`config.mk`:
```
export PLATFORM = sky130hd
export DESIGN_NAME = txring_engine
export DESIGN_NICKNAME = d
export VERILOG_FILES = /design/src/rtl/txring_pkg.sv /design/src/rtl/txring_dp.sv /design/src/rtl/txring_ctrl.sv /design/src/rtl/txring_engine.sv
export SDC_FILE = /design/constraint.sdc
export NUM_CORES = 1
export LEC_CHECK = 0
export BUFFER_PORTS_ARGS = -buffer_cell sky130_fd_sc_hd__buf_4
export CAP_MARGIN = 10
export CORE_MARGIN = 1.5
export CORE_UTILIZATION = 29
export CTS_CLUSTER_SIZE = 8
export DETAILED_ROUTE_END_ITERATION = 10
export PLACE_DENSITY_LB_ADDON = 0.25
export SYNTH_ARGS = -nofsm -noshare
export SYNTH_HDL_FRONTEND = slang
export SYNTH_SLANG_ARGS = --single-unit
```
`constraint.sdc`:
```
create_clock -name clk -period 2.3 [get_ports clk]
set_input_delay 0.345 -clock clk [delete_from_list [all_inputs] [get_ports clk]]
set_output_delay 0.345 -clock clk [all_outputs]
set_load 0.01 [all_outputs]
```
`src/rtl/txring_pkg.sv`:
```
package txring_pkg;

  // Descriptor word 0 fields; the bit positions are shared with software.
  localparam int OWN_BIT   = 31;
  localparam int EOR_BIT   = 30;
  localparam int FIRST_BIT = 29;
  localparam int LAST_BIT  = 28;
  localparam int LEN_W     = 16;
  localparam int DW        = 32;
  localparam int SLOT_SH   = 4;   // 16-byte descriptors
  localparam int PTR_OFS   = 8;   // word 2 holds the buffer pointer
  localparam int ALIGN_W   = 8;   // ring base aligned to 256 bytes

  typedef enum logic [1:0] {
    SEL_HEAD = 2'd0,
    SEL_PTR  = 2'd1,
    SEL_DATA = 2'd2
  } addrSel_t;

  // Control-to-datapath strobes.
  typedef struct packed {
    addrSel_t addrSel;
    logic     loadHead;
    logic     loadPtr;
    logic     loadWord;
    logic     stepByte;
    logic     advance;
  } strobes_t;

  // Datapath-to-control conditions.
  typedef struct packed {
    logic owned;
    logic single;
    logic lenZero;
    logic lastByte;
    logic wordEnd;
  } dpStatus_t;

endpackage

```
`src/rtl/txring_dp.sv`:
```
module txring_dp
  import txring_pkg::*;
#(
  parameter int AW    = 32,
  parameter int IDX_W = 4
) (
  input  logic                 clk,
  input  logic                 rstN,
  input  logic                 baseWe,
  input  logic [AW-1:ALIGN_W]  ringBaseHi,
  input  strobes_t             stb,
  input  logic [DW-1:0]        memRespData,
  output logic [AW-1:0]        memAddr,
  output logic [DW-1:0]        memWdata,
  output logic [7:0]           txData,
  output dpStatus_t            status
);

  localparam int LANES = DW / 8;
  localparam int LANE_W = $clog2(LANES);

  logic [AW-1:ALIGN_W] baseHi;
  logic [IDX_W-1:0]    idx;
  logic [DW-1:0]       head;
  logic [AW-1:0]       bufPtr;
  logic [LEN_W-1:0]    remain;
  logic [DW-1:0]       word;
  logic [AW-1:0]       slotAddr;
  logic [7:0]          lanes [LANES];

  assign slotAddr = {baseHi, {ALIGN_W{1'b0}}} + AW'({idx, {SLOT_SH{1'b0}}});

  always_ff @(posedge clk) begin
    if (!rstN) begin
      baseHi <= '0;
      idx    <= '0;
      head   <= '0;
      bufPtr <= '0;
      remain <= '0;
      word   <= '0;
    end else begin
      if (baseWe) begin
        baseHi <= ringBaseHi;
        idx    <= '0;
      end else if (stb.advance) begin
        idx <= head[EOR_BIT] ? '0 : idx + 1'b1;
      end
      if (stb.loadHead) head <= memRespData;
      if (stb.loadPtr) begin
        bufPtr <= AW'(memRespData);
        remain <= head[LEN_W-1:0];
      end else if (stb.stepByte) begin
        bufPtr <= bufPtr + 1'b1;
        remain <= remain - 1'b1;
      end
      if (stb.loadWord) word <= memRespData;
    end
  end

  always_comb begin
    unique case (stb.addrSel)
      SEL_PTR:  memAddr = slotAddr + AW'(PTR_OFS);
      SEL_DATA: memAddr = {bufPtr[AW-1:LANE_W], {LANE_W{1'b0}}};
      default:  memAddr = slotAddr;
    endcase
  end

  // Hand-back word: ownership returned, every other bit kept.
  assign memWdata = {1'b0, head[DW-2:0]};

  for (genvar g = 0; g < LANES; g++) begin : g_lane
    assign lanes[g] = word[8*g +: 8];
  end
  assign txData = lanes[bufPtr[LANE_W-1:0]];

  assign status.owned    = head[OWN_BIT];
  assign status.single   = head[FIRST_BIT] & head[LAST_BIT];
  assign status.lenZero  = (head[LEN_W-1:0] == '0);
  assign status.lastByte = (remain == LEN_W'(1));
  assign status.wordEnd  = (bufPtr[LANE_W-1:0] == {LANE_W{1'b1}});

endmodule

```
`src/rtl/txring_ctrl.sv`:
```
module txring_ctrl
  import txring_pkg::*;
(
  input  logic      clk,
  input  logic      rstN,
  input  logic      doorbell,
  input  logic      memReqReady,
  input  logic      memRespValid,
  input  logic      txReady,
  input  dpStatus_t status,
  output strobes_t  stb,
  output logic      memReqValid,
  output logic      memReqWrite,
  output logic      txValid,
  output logic      descError
);

  typedef enum logic [3:0] {
    ST_IDLE, ST_HEAD_REQ, ST_HEAD_WAIT, ST_CHECK, ST_PTR_REQ,
    ST_PTR_WAIT, ST_DATA_REQ, ST_DATA_WAIT, ST_SEND, ST_RETIRE
  } state_t;

  state_t state, nxt;
  logic   pendPoll;

  always_ff @(posedge clk) begin
    if (!rstN) begin
      state    <= ST_IDLE;
      pendPoll <= 1'b0;
    end else begin
      state    <= nxt;
      pendPoll <= (state == ST_IDLE) ? 1'b0 : (pendPoll | doorbell);
    end
  end

  always_comb begin
    nxt         = state;
    stb         = '0;
    stb.addrSel = SEL_HEAD;
    memReqValid = 1'b0;
    memReqWrite = 1'b0;
    txValid     = 1'b0;
    descError   = 1'b0;
    unique case (state)
      ST_IDLE: if (doorbell || pendPoll) nxt = ST_HEAD_REQ;
      ST_HEAD_REQ: begin
        memReqValid = 1'b1;
        if (memReqReady) nxt = ST_HEAD_WAIT;
      end
      ST_HEAD_WAIT: if (memRespValid) begin
        stb.loadHead = 1'b1;
        nxt = ST_CHECK;
      end
      ST_CHECK: begin
        if (!status.owned) nxt = ST_IDLE;
        else if (!status.single) begin
          descError = 1'b1;
          nxt = ST_RETIRE;
        end else nxt = ST_PTR_REQ;
      end
      ST_PTR_REQ: begin
        stb.addrSel = SEL_PTR;
        memReqValid = 1'b1;
        if (memReqReady) nxt = ST_PTR_WAIT;
      end
      ST_PTR_WAIT: if (memRespValid) begin
        stb.loadPtr = 1'b1;
        nxt = status.lenZero ? ST_RETIRE : ST_DATA_REQ;
      end
      ST_DATA_REQ: begin
        stb.addrSel = SEL_DATA;
        memReqValid = 1'b1;
        if (memReqReady) nxt = ST_DATA_WAIT;
      end
      ST_DATA_WAIT: if (memRespValid) begin
        stb.loadWord = 1'b1;
        nxt = ST_SEND;
      end
      ST_SEND: begin
        txValid = 1'b1;
        if (txReady) begin
          stb.stepByte = 1'b1;
          if (status.lastByte) nxt = ST_RETIRE;
          else if (status.wordEnd) nxt = ST_DATA_REQ;
        end
      end
      ST_RETIRE: begin
        memReqValid = 1'b1;
        memReqWrite = 1'b1;
        if (memReqReady) begin
          stb.advance = 1'b1;
          nxt = ST_HEAD_REQ;
        end
      end
      default: nxt = ST_IDLE;
    endcase
  end

endmodule

```
`src/rtl/txring_engine.sv`:
```
module txring_engine #(
  parameter int AW    = 32,
  parameter int IDX_W = 4
) (
  input  logic          clk,
  input  logic          rstN,
  input  logic          baseWe,
  input  logic [AW-9:0] ringBaseHi,
  input  logic          doorbell,
  output logic          memReqValid,
  input  logic          memReqReady,
  output logic          memReqWrite,
  output logic [AW-1:0] memAddr,
  output logic [31:0]   memWdata,
  input  logic          memRespValid,
  input  logic [31:0]   memRespData,
  output logic          txValid,
  input  logic          txReady,
  output logic [7:0]    txData,
  output logic          descError
);

  txring_pkg::strobes_t  stb;
  txring_pkg::dpStatus_t status;

  txring_ctrl u_ctrl (
    .clk(clk), .rstN(rstN), .doorbell(doorbell),
    .memReqReady(memReqReady), .memRespValid(memRespValid),
    .txReady(txReady), .status(status), .stb(stb),
    .memReqValid(memReqValid), .memReqWrite(memReqWrite),
    .txValid(txValid), .descError(descError)
  );

  txring_dp #(.AW(AW), .IDX_W(IDX_W)) u_dp (
    .clk(clk), .rstN(rstN), .baseWe(baseWe), .ringBaseHi(ringBaseHi),
    .stb(stb), .memRespData(memRespData), .memAddr(memAddr),
    .memWdata(memWdata), .txData(txData), .status(status)
  );

endmodule

```
# Word level (Yosys, flattened, before mapping)
# Cells that the tools add are included.
[totals] word_cells=88 in_bits=63 ff_bits=145 out_inout_bits=76
[op_classes] bitwise_logic=4 reduce_logical=8 eq_ne=23 order_cmp=1 add_sub_neg=5 mux=39
[ops] cell="2-to-1 mux 32 bit" n=2
[ops] cell="one-hot mux 32 bit (2 select lines)" n=1
[ops] cell="2-to-1 mux 4 bit" n=15
[ops] cell="one-hot mux 4 bit (10 select lines)" n=1
[ops] cell="adder 32 x 1 -> 32 bit, second input constant" n=1
[ops] cell="adder 32 x 4 -> 32 bit, second input constant" n=1
[ops] cell="adder 32 x 8 -> 32 bit" n=1
[ops] cell="2-to-1 mux 16 bit" n=2
[ops] cell="!= test 2 bit, second input constant" n=9
[ops] cell="binary-select mux 8 bit (select 2 bit)" n=1
[ops] cell="== test 16 x 1 -> 1 bit, second input constant" n=1
[ops] cell="== test 4 x 3 -> 1 bit, second input constant" n=4
[ops] cell="zero test 16 bit" n=1
[ops] cell="2-to-1 mux 8 bit" n=2
[ops] cell="subtractor 16 x 1 -> 16 bit, second input constant" n=1
[ops] cell="2-to-1 mux 1 bit" n=14
[ops] cell="AND reduction 10 bit" n=1
[ops] cell="== test 4 x 2 -> 1 bit, second input constant" n=2
[ops] cell="== test 4 bit, second input constant" n=2
[ops] cell="adder 4 x 1 -> 4 bit, second input constant" n=1
[ops] cell="== test 2 bit, second input constant" n=2
[ops] cell="== test 4 x 1 -> 1 bit, second input constant" n=1
[ops] cell="zero test 4 bit" n=1
[ops] cell="one-hot mux 2 bit (2 select lines)" n=1
[ops] cell="11 further kinds" n=12

# Longest topological paths before layout
[depth] word_depth=5 ltp_mapped=9 depth_no_buf=7

# Cells and area by module
# A second synthesis with hierarchy kept.
[hier_totals] cells_unflattened=791 area_unflattened_um2=7208.2
[modules_own_cells] module="txring_dp" seq_area_each_um2=2802.7 instances=1 area_per_inst_um2=6660.1 cells_each=720
[modules_own_cells] module="txring_ctrl" seq_area_each_um2=100.1 instances=1 area_per_inst_um2=548.0 cells_each=71

# Worst setup path before layout
# OpenSTA, ideal clock, no wires.
[synth_path] path_type="reg2out" start="reg u_ctrl.state[2]" end="out memAddr[10]" stages_incl_launch_ff=9 path_slack_ns=-0.231 n_path_buf=3 required_ns=1.955 arrival_ns=2.186 path_cell_list="dfxtp_1 buf_2 nor2b_1 nand2_1 ha_1 or2_2 clkbuf_1 clkbuf_1 a22o_1"
[synth_via] elab_chain_cells=4 elab_cells_between_ends=6 classes_between="4 x eq/ne; 2 x mux"
[synth_rtl] element="from (decl)" line="txring_ctrl.sv:23" rtl="state_t state, nxt;"
[synth_rtl] element="from (signal assigned)" line="txring_ctrl.sv:31" rtl="state <= nxt;"
[synth_rtl] element="== test 4 x 3 -> 1 bit" line="txring_ctrl.sv:44" rtl="unique case (state)"
[synth_rtl] element="one-hot mux 2 bit (2 select lines) (*)" line="txring_ctrl.sv:44"
[synth_rtl] element="== test 2 bit / == test 2 x 1 -> 1 bit (equally long branches)" line="txring_dp.sv:61" rtl="unique case (stb.addrSel)"
[synth_rtl] element="one-hot mux 32 bit (2 select lines) (*)" line="txring_dp.sv:61"
[synth_rtl] element="to (decl)" line="txring_engine.sv:13" rtl="output logic [AW-1:0] memAddr,"
# Every way passes the cells marked *; elsewhere a longest branch is shown, timed or not.

# Final worst setup path
[layout_path] start="reg u_ctrl.state[0]" end="out memAddr[27]"
# Same word-level chain as after synthesis.

==> flow_metrics.env <==
export IMPL_worstReg2RegEnd="u_dp.remain[7]"
export IMPL_r2r_slack_ps=160
export IMPL_pwr_share_seq=0.372
export IMPL_grt_pass1_wl_mm=37.5
export IMPL_clk_pin_slew_worst_paths_ps=60
export IMPL_relSlewSlack=0.642
export IMPL_rsz0062_at_grt="true"
export IMPL_finalSetupViolCount=28
export IMPL_ys_flop_type="dfxtp_1"
export IMPL_clkPwrFrac=0.371
export IMPL_cts_sinks=145
export IMPL_ys_seq_area_frac=0.415
export IMPL_worstPathArrival_ps=2010
export IMPL_post_drt_wl_per_cell_um=18.6
export IMPL_synth_edf_count=0
export IMPL_finalCriticalPeriod_ps=2350
export IMPL_hold_class="in2reg"
export IMPL_rows=56
export IMPL_crit_path_top_delay_cell="dfxtp_2"
export IMPL_ios=139
export IMPL_die_x_um=158
export IMPL_die_area_um2=25100
export IMPL_numCtsBuffers=17
export IMPL_cts_buffer_depth=2
export IMPL_netlist_cell_type_count=69
export IMPL_antenna_found_initial=0
export IMPL_area_growth_pct=33.4
export IMPL_core_area_um2=23500
export IMPL_seq_area_um2=2910
export IMPL_total_power_mw=7.65
export IMPL_crit_buf_inv=2
export IMPL_hold_slack_ps=155
export IMPL_synth_warnings=0
export IMPL_cp_end_kind="output pin"
export IMPL_setup_tns_final_ps=-959
export IMPL_drv_slew=0
export IMPL_nFillCells=2471
export IMPL_final_nets=1062
export IMPL_synth_mux_area_frac=0.0617
export IMPL_synth_simple_gate_area_frac=0.239
export IMPL_drive_above_1_share=0.238
export IMPL_layout_setup_ws_ps=-52.7
export IMPL_crit_chain="nor2_4 > nand3_4 > inv_2 > ha_4 > or2_4 > a22o_1 > buf_6"
export IMPL_place_area_um2=8510
export IMPL_port_buffers=135
export IMPL_p_switching_mw=2.36
export IMPL_holdPathStages=3
export IMPL_cap_viol_max_count=0
export IMPL_cp_start_kind="register"
export IMPL_violations="setup timing"
export IMPL_timing_fmax_mhz=425
export IMPL_place_congestion=0.859
export IMPL_syn_inst=859
export IMPL_dpl_hpwl_mm=17.2
export IMPL_start_util=0.297
export IMPL_synthAdderAreaFrac=0.0107
export IMPL_synth_compound_area_share=0.216
export IMPL_max_stage_delay_ps=340
export IMPL_viasPerCell=5.17
export IMPL_synth_top_family_by_area="simple AND/OR/NAND/NOR gates"
export IMPL_num_vias=6854
export IMPL_fp_dieH_um=158
export IMPL_path_max_fanout=7
export IMPL_synthArstFlopShare=0
export IMPL_cts_tree="done"
export IMPL_cp_required_ps=1960
export IMPL_tightest_slew_ps=537
export IMPL_syn_area_per_cell_um2=8.14
export IMPL_synth_seq_cells=145
export IMPL_final_cells=1325
export IMPL_insertion_delay_ps=430
export IMPL_cp_startpoint="u_ctrl.state[0]"
export IMPL_outcome="finished, violations left"
export IMPL_dp_cells=1289
export IMPL_reg2reg_from="u_ctrl.state[0]"
export IMPL_multi_input_area_um2=3880
export IMPL_finalHoldViolCount=0
export IMPL_final_area_um2=9330
export IMPL_h_tree_depth=4
export IMPL_finalCritPeriodShare=1.02
export IMPL_dr_pass1_iters=5
export IMPL_intPower_mw=5.29
export IMPL_synth_area_um2=7000
export IMPL_powerDensity_nw_per_um2=819
export IMPL_min_from="ringBaseHi[16]"
export IMPL_n_antenna_cell=0
export IMPL_critPathKind="reg2out"
export IMPL_r2r_cells=8
export IMPL_drc=0
export IMPL_drt_total_wl_mm=24.6
export IMPL_antenna_left=0
export IMPL_grt_usage=0.200
export IMPL_hold_end="u_dp.baseHi[24]"
export IMPL_synthXorXnorAreaFrac=0.0125
export IMPL_globalRouteOverflowTotal=0
export IMPL_cts_root_buffer="clkbuf_16"
export IMPL_cellLeakagePower_nw=3.60
export IMPL_path_delay_family="simple AND/OR/NAND/NOR gates"
export IMPL_combPwrFrac=0.256
export IMPL_skew_ps=15.1
export IMPL_grt_pass1_vias=6479
export IMPL_drt_iter0_drc=583
export IMPL_vdd_drop_max_uv=484
export IMPL_grt_max_degree=43
export IMPL_swShare=0.308
[cells in the mapped netlist, drive strengths merged (3+ instances only)]
cell,n,area (um2)
ha,6,75.1
clkbuf,53,200
dfxtp,145,2900
nand2,180,678
and3,17,106
o21ai,20,100
a211oi,7,52.6
nor4b,3,47.5
buf,13,72.6
o211ai,8,60.1
a31oi,12,75.1
o21a,8,60.1
nor3,9,45.0
nor2b,7,43.8
nor2,66,248
o311ai,3,26.3
mux2i,24,240
o31a,3,26.3
inv,11,41.3
a21oi,102,510
nor3b,4,30.0
or4,4,30.0
a221oi,5,43.8
nand4,16,100
nand3,21,105
or3,5,31.3
o211a,3,30.0
a22oi,7,52.6
a22o,30,263
xor2,7,61.3
nor4,9,77.6
xnor2,3,26.3
mux4,8,180
o31ai,5,37.5
[cells in the final DEF (no fill, tap or decap), types with 5 or more instances in the layout]
cell and count:
nand2_1 178, buf_4 142, dfxtp_1 142, a21oi_1 102
nor2_1 65, a22o_1 30, buf_6 29, mux2i_1 24
o21ai_0 20, nand3_1 19, clkbuf_16 18, and3_1 17
nand4_1 16, a31oi_1 12, nor3_1 9, inv_1 9
o211ai_1 8, o21a_1 8, mux4_2 8, nor4_1 7
a22oi_1 7, xor2_1 7, a211oi_1 7, or3_1 5
o31ai_1 5, a221oi_1 5, nor2b_1 5, clkbuf_8 5
[power groups by stage]
stage	clock (mW)	combinational (mW)	sequential [mW]
global route	3.01	2.14	2.87
finish	2.84	1.96	2.85
floorplan	0	1.07	2.85
CTS	2.90	1.95	2.84
detailed placement	0	1.76	2.88
global placement	0	1.74	2.88
[through the flow]
| stage | setup slack (ps) | util |
|---|---|---|
| final | -52.7 | 0.396 |
| after global routing | -149 | 0.396 |
| after CTS | -65.5 | 0.394 |
| after detailed placement | 41.0 | 0.361 |
| after global placement | 94.0 | 0.361 |
| after floorplan | 18.8 | - |
[logic make-up after synthesis]
family,after synthesis
AND/OR/NAND/NOR,355
multiplexers,33
AO/OA/AOI/OAI,232
flip-flops,145
buffers and inverters,77
XOR/XNOR,10
adder cells (fa/ha/maj),6
other,1
[state kept, by name, summed over array words and instances, names as in the netlist]
register,count
u_dp.idx,4
u_dp.bufPtr,32
u_dp.word,32
u_ctrl.state,4
u_dp.remain,16
u_dp.head,32
u_ctrl.pendPoll,1
u_dp.baseHi,24
[per-layer routing]
| metal | up-vias | GRT usage | routed length, um |
|---|---|---|---|
| li1 | 3349 | - | - |
| met1 | 3265 | 0.284 | 11700 |
| met3 | 23 | 0.0373 | 1400 |
| met2 | 217 | 0.307 | 11100 |
| met4 | 0 | 0.0623 | 405 |
| met5 | - | 0 | 0 |
[final cells by class]
cell class | count | area share
clock inverters | 7 | 0.0105
clock buffers | 25 | 0.0542
repair buffers | 176 | 0.160
multi-input cells | 642 | 0.416
flip-flops and latches | 145 | 0.312
inverters | 11 | 0.00456
well taps | 319 | 0.0428
[worst reg2reg max path: stages, from the launching register on]
cell and delay, ps:
dfxtp_2 340, buf_4 170, or4b_1 590, inv_1 100
buf_4 140, nand2_2 70, nor4_1 320, a21oi_1 130
o21a_1 190
[how the worst max path moves through the flow]
stage	slack, ps	to	depth (start not counted)
floorplan	20	memAddr[10]	8
global placement	90	memAddr[8]	7
detailed placement	40	memAddr[18]	6
CTS	-70	memAddr[25]	7
global route	-150	memAddr[18]	7
finish	-50	memAddr[27]	7
[what timing repair did]
action | in CTS | in global routing
buffers inserted | 0 | 0
endpoints found under the setup margin | 28 | 29
pin swaps | 33 | 4
gates cloned | 3 | 1
gates resized for setup | 42 | 6
hold buffers | 0 | 0
Note: power is estimated with default switching activity, not from simulation.
